--- src/rtl/dmcache.sv ---
module dmcache #(
  parameter int ADDR_W = 32,
  parameter int LINES  = 16
) (
  input  logic              clk,
  input  logic              rst_n,
  input  logic              cpu_req,
  input  logic              cpu_we,
  input  logic [ADDR_W-1:0] cpu_addr,
  input  logic [31:0]       cpu_wdata,
  output logic [31:0]       cpu_rdata,
  output logic              cpu_stall,
  output logic              mem_req,
  output logic              mem_we,
  output logic [ADDR_W-1:0] mem_addr,
  output logic [31:0]       mem_wdata,
  input  logic [31:0]       mem_rdata,
  input  logic              mem_ack
);
  localparam int IDX_W = $clog2(LINES);
  localparam int TAG_W = ADDR_W - 2 - IDX_W;
  localparam int WA_W  = ADDR_W - 2;

  typedef enum logic [1:0] {S_IDLE, S_FILL, S_WRITE, S_DONE} state_t;

  state_t            state_q;
  logic [LINES-1:0]  valid_q;
  logic [TAG_W-1:0]  tag_q  [LINES];
  logic [31:0]       data_q [LINES];
  logic [WA_W-1:0]   pend_wa_q;
  logic [31:0]       pend_data_q;
  logic              pend_we_q;

  wire [IDX_W-1:0] idx   = cpu_addr[IDX_W+1:2];
  wire [TAG_W-1:0] tag   = cpu_addr[ADDR_W-1:IDX_W+2];
  wire             hit   = valid_q[idx] && (tag_q[idx] == tag);
  wire [IDX_W-1:0] p_idx = pend_wa_q[IDX_W-1:0];
  wire [TAG_W-1:0] p_tag = pend_wa_q[WA_W-1:IDX_W];
  wire             unused_offset = ^cpu_addr[1:0];

  assign cpu_rdata = data_q[idx];
  assign cpu_stall = cpu_req && (state_q != S_DONE) &&
                     !((state_q == S_IDLE) && hit && !cpu_we);
  assign mem_req   = (state_q == S_FILL) || (state_q == S_WRITE);
  assign mem_we    = (state_q == S_WRITE);
  assign mem_addr  = {pend_wa_q, 2'b00};
  assign mem_wdata = pend_data_q;

  always_ff @(posedge clk or negedge rst_n) begin
    if (!rst_n) begin
      state_q     <= S_IDLE;
      valid_q     <= '0;
      pend_wa_q   <= '0;
      pend_data_q <= '0;
      pend_we_q   <= 1'b0;
    end else begin
      case (state_q)
        S_IDLE:
          if (cpu_req && (!hit || cpu_we)) begin
            pend_wa_q   <= cpu_addr[ADDR_W-1:2];
            pend_data_q <= cpu_wdata;
            pend_we_q   <= cpu_we;
            state_q     <= hit ? S_WRITE : S_FILL;
          end
        S_FILL:
          if (mem_ack) begin
            valid_q[p_idx] <= 1'b1;
            state_q        <= pend_we_q ? S_WRITE : S_IDLE;
          end
        S_WRITE:
          if (mem_ack) state_q <= S_DONE;
        default:
          state_q <= S_IDLE;
      endcase
    end
  end

  always_ff @(posedge clk) begin
    if (state_q == S_FILL && mem_ack) begin
      tag_q[p_idx]  <= p_tag;
      data_q[p_idx] <= mem_rdata;
    end else if (state_q == S_WRITE && mem_ack) begin
      data_q[p_idx] <= pend_data_q;
    end
  end
endmodule

--- config.mk ---
export PLATFORM = sky130hd
export DESIGN_NAME = dmcache
export DESIGN_NICKNAME = d
export VERILOG_FILES = /design/src/rtl/dmcache.sv
export SDC_FILE = /design/constraint.sdc
export NUM_CORES = 1
export LEC_CHECK = 0
export BUFFER_PORTS_ARGS = -buffer_cell sky130_fd_sc_hd__buf_4
export CAP_MARGIN = 15
export CORE_MARGIN = 5
export CORE_UTILIZATION = 55
export DETAILED_ROUTE_END_ITERATION = 6
export PLACE_DENSITY = 0.76
export REMOVE_ABC_BUFFERS = 1
export SKIP_LAST_GASP = 1
export SLEW_MARGIN = 40
export SYNTH_ARGS = -nofsm -noshare
export SYNTH_HDL_FRONTEND = slang
export SYNTH_SLANG_ARGS = --single-unit
--- constraint.sdc ---
create_clock -name clk -period 3.4 [get_ports clk]
set_clock_uncertainty 0.2 [all_clocks]
set_input_delay 0.34 -clock clk [delete_from_list [all_inputs] [get_ports clk]]
set_output_delay 0.34 -clock clk [all_outputs]
set_load 0.01 [all_outputs]
## Yosys cells after proc, flatten, opt, wreduce, memory -nomap -nowiden

Memory sizes are Yosys's and may differ from the RTL's.
Cells that the tools add are included.
Widths: inputs -> output; s select.

- Order comparisons: 3
- Eq/ne operators: 7
- Multiplexer cells: 16
- Bitwise operators: 2
- Reductions and logical operators: 18

Operator list:

| operator | count |
|---|---|
| $mux 32 | 1 |
| $eq 26x26->1 | 1 |
| $or 16x16->16 | 1 |
| $lt 4x5->1 const B | 2 |
| $mux 2 | 5 |
| $logic_and 1x1->1 | 9 |
| $mux 1 | 7 |
| $pmux 2 s3 | 1 |
| $bmux 1 s4 | 1 |
| $demux 1 s4 | 1 |
| $ge 4x1->1 const B | 1 |
| $ne 2x1->1 const B | 2 |
| $ne 2x2->1 const B | 2 |
| $reduce_and 2->1 | 2 |
| $logic_not 1->1 | 3 |
| $reduce_and 3->1 | 1 |
| $eq 2x1->1 const B | 1 |
| $eq 2x2->1 const B | 1 |
| $logic_not 2->1 | 1 |
| $logic_or 1x1->1 | 2 |
| $or 1x1->1 | 1 |

- Flip-flop bits (word level): 81
- Bits in writable memories: 928
- Logic and storage cells: 53
- Memories kept: 2

Memories:

| name | words | bits a word | read ports | clocked after Yosys merged registers in | wr ports | line | RTL |
|---|---|---|---|---|---|---|---|
| data_q | 16 | 32 | 1 | 0 | 1 | 29 | `logic [31:0] data_q [LINES];` |
| tag_q | 16 | 26 | 1 | 0 | 1 | 28 | `logic [TAG_W-1:0] tag_q [LINES];` |

## Logic depth before layout (Yosys ltp)

- Depth in word-level cells: 8
- Mapped depth: 15

## Worst setup path after synthesis

OpenSTA, ideal clock, no wires.

- Kind: input to output
- From: in cpu_addr[2]
- To: out cpu_rdata[22]
- Arrival: 3066 ps
- Slack: -206 ps
- Stages on the path: 8
- Cell sequence: buf_6 buf_6 buf_2 buf_1 buf_2 buf_1 mux4_2 mux4_2

- Longest elaborated chain between the ends: 1

RTL lines:

| what | line | RTL |
|---|---|---|
| start: declaration | 9 | `input logic [ADDR_W-1:0] cpu_addr,` |
| $mem_v2 16x32 | n/a |  |
| end: declaration | 11 | `output logic [31:0] cpu_rdata,` |

Every way passes these cells.

## Worst setup path in the final report

- From: mem tag_q[10][16] in the netlist's numbering
- To: out cpu_stall

- Longest elaborated chain between the ends: 7

RTL lines:

| what | line | RTL |
|---|---|---|
| start: declaration | 28 |  |
| $mem_v2 16x26 | n/a |  |
| $eq 26x26->1 | 36 | `wire hit = valid_q[idx] && (tag_q[idx] == tag);` |
| $logic_and 1x1->1 | 36 |  |
| $logic_and 1x1->1 (2 in series) | 43 | `!((state_q == S_IDLE) && hit && !cpu_we);` |
| $logic_not 1->1 | 43 |  |
| $logic_and 1x1->1 | 42 | `assign cpu_stall = cpu_req && (state_q != S_DONE) &&` |
| end: declaration | 12 | `output logic cpu_stall,` |

Every way passes these cells.

==> impl_metrics.ini <==
[synthesis]
synth_xor_xnor_area_share_pct = 0.773
syn-instance-count = 1730
yosys.area_share.simple_pct = 1.56
muxShareOfSynthArea_pct = 19.9
syn-mean-instance-area_um2 = 22.9
synth_warnings = 0
yosysSeqAreaShare_pct = 75.4
synth.top_cell.area_share_pct = 70.3
yosys.area.top_type = edfxtp_1
synth_seq_cells = 1009
yosys_most_used_dff = edfxtp_1
synth.distinct_cells = 55
synth.area.top_cells = edfxtp_1, mux4_2, dfrtp_1, mux2_4, mux2i_1
syn_area_um2 = 39600
synth-compound-area-share_pct = 0.679
synthAdderAreaFrac_pct = 0.158
async_flop_share_pct = 8.03
synth_top_family_by_area = multiplexers
synth_edf_count = 928

[critical_path]
reg2reg_to = pend_wa_q[19]$_DFFE_PN0P_
crit_chain = mux4_2, mux2i_1, mux2i_1, xor2_1, a2111o_1, nor4_4, and3_4, a211oi_2, buf_4
r2r_setup_slack_ns = -0.19
worstPathMaxFanout = 2
setup.worst_path.class = reg2out
crit_path_start_kind = flop
critPathRequiredTime_ns = 2.86
max_stage_delay_ns = 0.49
worstPathArrival_ns = 3.14
r2r_cells = 11
cp_slowest_cell = mux4_2
endpoint_kind = output pin
worst_r2r_startpoint = tag_q[10][16]$_DFFE_PP_
crit_top_cell = mux2i_1

[clock_network]
cts_buffer_depth = 3
root_buffer = clkbuf_16
cts_inserted_buffers = 99
cts_tree = done
cts.htree.levels = 3
clk_latency_ns = 0.65
numClockSinks = 1009
clk_pin_slew_worst_paths_ns = 0.06

[global_routing]
overflow = 0
grt_pass1_vias = 20900
grt_max_degree = 49
antenna_found_initial = 3
grt_first_pass_wirelength_um = 140000
grt_usage_pct = 24.6

[final_layout]
area_growth_syn_to_layout_pct = 20.0
num-fill-cells = 4323
multi_input_area_um2 = 9460
nets = 2250
seq_area_um2 = 29900
layout-drive-gt1-share_pct = 39.9

[floorplanning]
fp.dieH_um = 278
die_w_um = 278
coreArea_um2 = 71500
io_pins = 200
rows = 98
initial_core_util_pct = 55.5
die_area_um2 = 77500

[sta]
relSlewSlack_pct = 43.6
fmax_mhz = 271
hold_viol_final = 0
layout_setup_ws_ns = -0.284
rsz0062_at_grt = true
min_period_over_period_pct = 108
worst_slew_pin_slew_ns = 0.846
finalWorstPathRequiredPeriod_ns = 3.68
setup_viol = 63
report.final.slew_viol_count = 0
whs_ns = 0.0311

[placement]
gp_congestion = 0.784
dp_worst_setup_slack_ns = -0.523
numPortBuffers = 195
dp_hpwl_um = 51600

[power_and_ir_drop]
pwr-share-comb_pct = 16.0
switching_power_mw = 8.37
p_int_mw = 24.4
seq_power_share_pct = 51.5
power.share.clock_pct = 32.5
p_leak_nw = 16.2
ir_worst_vdd_uv = 631
swShare_pct = 25.5
p_per_area_nw_per_um2 = 689

[detailed_routing]
drc_errors = 0
first_pass_iters = 7
ant_nets = 0
via_count = 19700
drt-total-wl_um = 95100
viasPerCell = 6.18
wl_per_cell_um = 29.9
drtIter0Drc = 2004

[min_path]
min_to = data_q[3][24]$_DFFE_PP_
hold_class = in2reg
holdPathStages = 2
hp-start = mem_rdata[24]

[run_status]
status = complete, but fails checks
violations = setup timing

[flow_run]
drv_cap = 0
## area by class of cell
cell class	instances	share of cell area [%]
diodes	3	0.0158
clock buffers	149	6.03
clock inverters	37	0.650
inverters	8	0.0657
multi-input cells	628	19.9
flip-flops and latches	1009	62.8
well taps	950	2.50
repair buffers	398	8.03
## cells in the mapped netlist (4+ instances only)
cell type	count
clkbuf_1	24
nor2_1	40
a21oi_1	7
buf_1	18
mux4_2	255
nor2b_1	5
mux2i_1	58
o21ai_0	4
xor2_1	13
mux4_1	8
nand2_1	32
buf_6	14
nand2b_1	5
mux2_2	41
dfrtp_1	81
or2_2	18
buf_2	21
mux2_4	60
edfxtp_1	928
ha_1	5
buf_12	5
xnor2_1	22
nand3_1	13
a211oi_1	4
inv_1	6
## state kept, by name, summed over array words and instances, names as in the netlist
signal / flops
state_q: 2
valid_q: 16
data_q: 512
mem_wdata: 32
pend_wa_q: 30
tag_q: 416
pend_we_q: 1
## critical path, delay by kind of cell (launching register included)
family          cells  cell delay (ns)
simple gates        2             0.47
xor+xnor            1             0.17
flops               1             0.38
buf+inv             1             0.15
mux                 3             0.86
compound gates      2             0.47
## cell families (layout without fill, tap and decap cells)
group           after synthesis  count (layout)
compound gates               37              37
xor+xnor                     35              35
fa+ha+maj                     5               5
buf+inv                      94             592
flops                      1009            1009
mux                         422             422
other cells                   1               5
simple gates                127             127
## power by group through the flow
stage / Combinational, mW / Sequential [mW] / Clock, mW
after floorplan: 2.43 / 16.9 / 0
after global placement: 4.70 / 17.0 / 0
after detailed placement: 4.84 / 17.1 / 0
after CTS: 5.28 / 16.9 / 10.8
after global routing: 5.54 / 17.1 / 11.3
final: 5.26 / 16.9 / 10.6
## stage by stage
stage / util [%] / std cells / setup TNS (ns) / cell area, um^2 / total power [mW]
after floorplan: - / 1645 / -153.21 / 39100 / 19.3
after detailed placement: 60.5 / 2907 / -33.07 / 43200 / 22.0
after global routing: 66.6 / 3181 / -16.82 / 47600 / 34.0
after global placement: 60.5 / 2907 / -34.13 / 43200 / 21.7
final: 66.6 / 3182 / -9.39 / 47600 / 32.8
after CTS: 66.5 / 3177 / -12.76 / 47500 / 32.9
## worst max path at each step
stage                       startpoint                         to  slack (ns)  cells past startpoint
2_1_floorplan              cpu_addr[5]  mem_wdata[31]$_DFFE_PN0P_       -2.54                      7
3_3_place_gp               cpu_addr[3]   pend_wa_q[5]$_DFFE_PN0P_       -0.53                     12
3_5_place_dp               cpu_addr[3]  pend_wa_q[17]$_DFFE_PN0P_       -0.52                     12
4_1_cts        tag_q[12][16]$_DFFE_PP_                  cpu_stall       -0.38                      9
5_1_grt         tag_q[7][10]$_DFFE_PP_                  cpu_stall       -0.41                      9
6_report       tag_q[10][16]$_DFFE_PP_                  cpu_stall       -0.28                      9
## cell usage in the layout, fill, tap and decap left out, types with 7 or more instances in the layout
cell type and n:
clkbuf_16 102, or2_2 18, a21oi_1 7, mux2_4 60
buf_12 33, nor2_1 8, nand2_1 32, nand3_1 13
mux2i_1 55, clkinv_1 14, buf_16 8, dfrtp_1 81
dlygate4sd3_1 70, nor2_4 32, buf_4 279, edfxtp_1 928
mux4_2 255, clkinv_2 14, xor2_1 13, mux4_1 8
xnor2_1 22, mux2_2 41, clkbuf_1 33, clkbuf_8 14
## per-layer routing
| layer | track usage (%) | wire [um] | up-vias | part of all wire, % |
|---|---|---|---|---|
| li1 | - | - | 8076 | - |
| met1 | 32.0 | 34600 | 10400 | 36 |
| met2 | 42.6 | 49200 | 1031 | 52 |
| met3 | 5.53 | 8420 | 177 | 8.8 |
| met4 | 6.87 | 2840 | 2 | 3.0 |
| met5 | 0 | 13 | - | 0.014 |
## what timing repair did
| item | in CTS | in global routing |
|---|---|---|
| hold buffers | 69 | 1 |
| setup buffers | 7 | 0 |
| endpoints found under the setup margin | 89 | 81 |
| pin swaps | 5 | 4 |
| gates resized for setup | 17 | 10 |
| gates cloned | 8 | 0 |
| endpoints found under the hold margin | 167 | 12 |
Note: power is estimated with default switching activity, not from simulation.
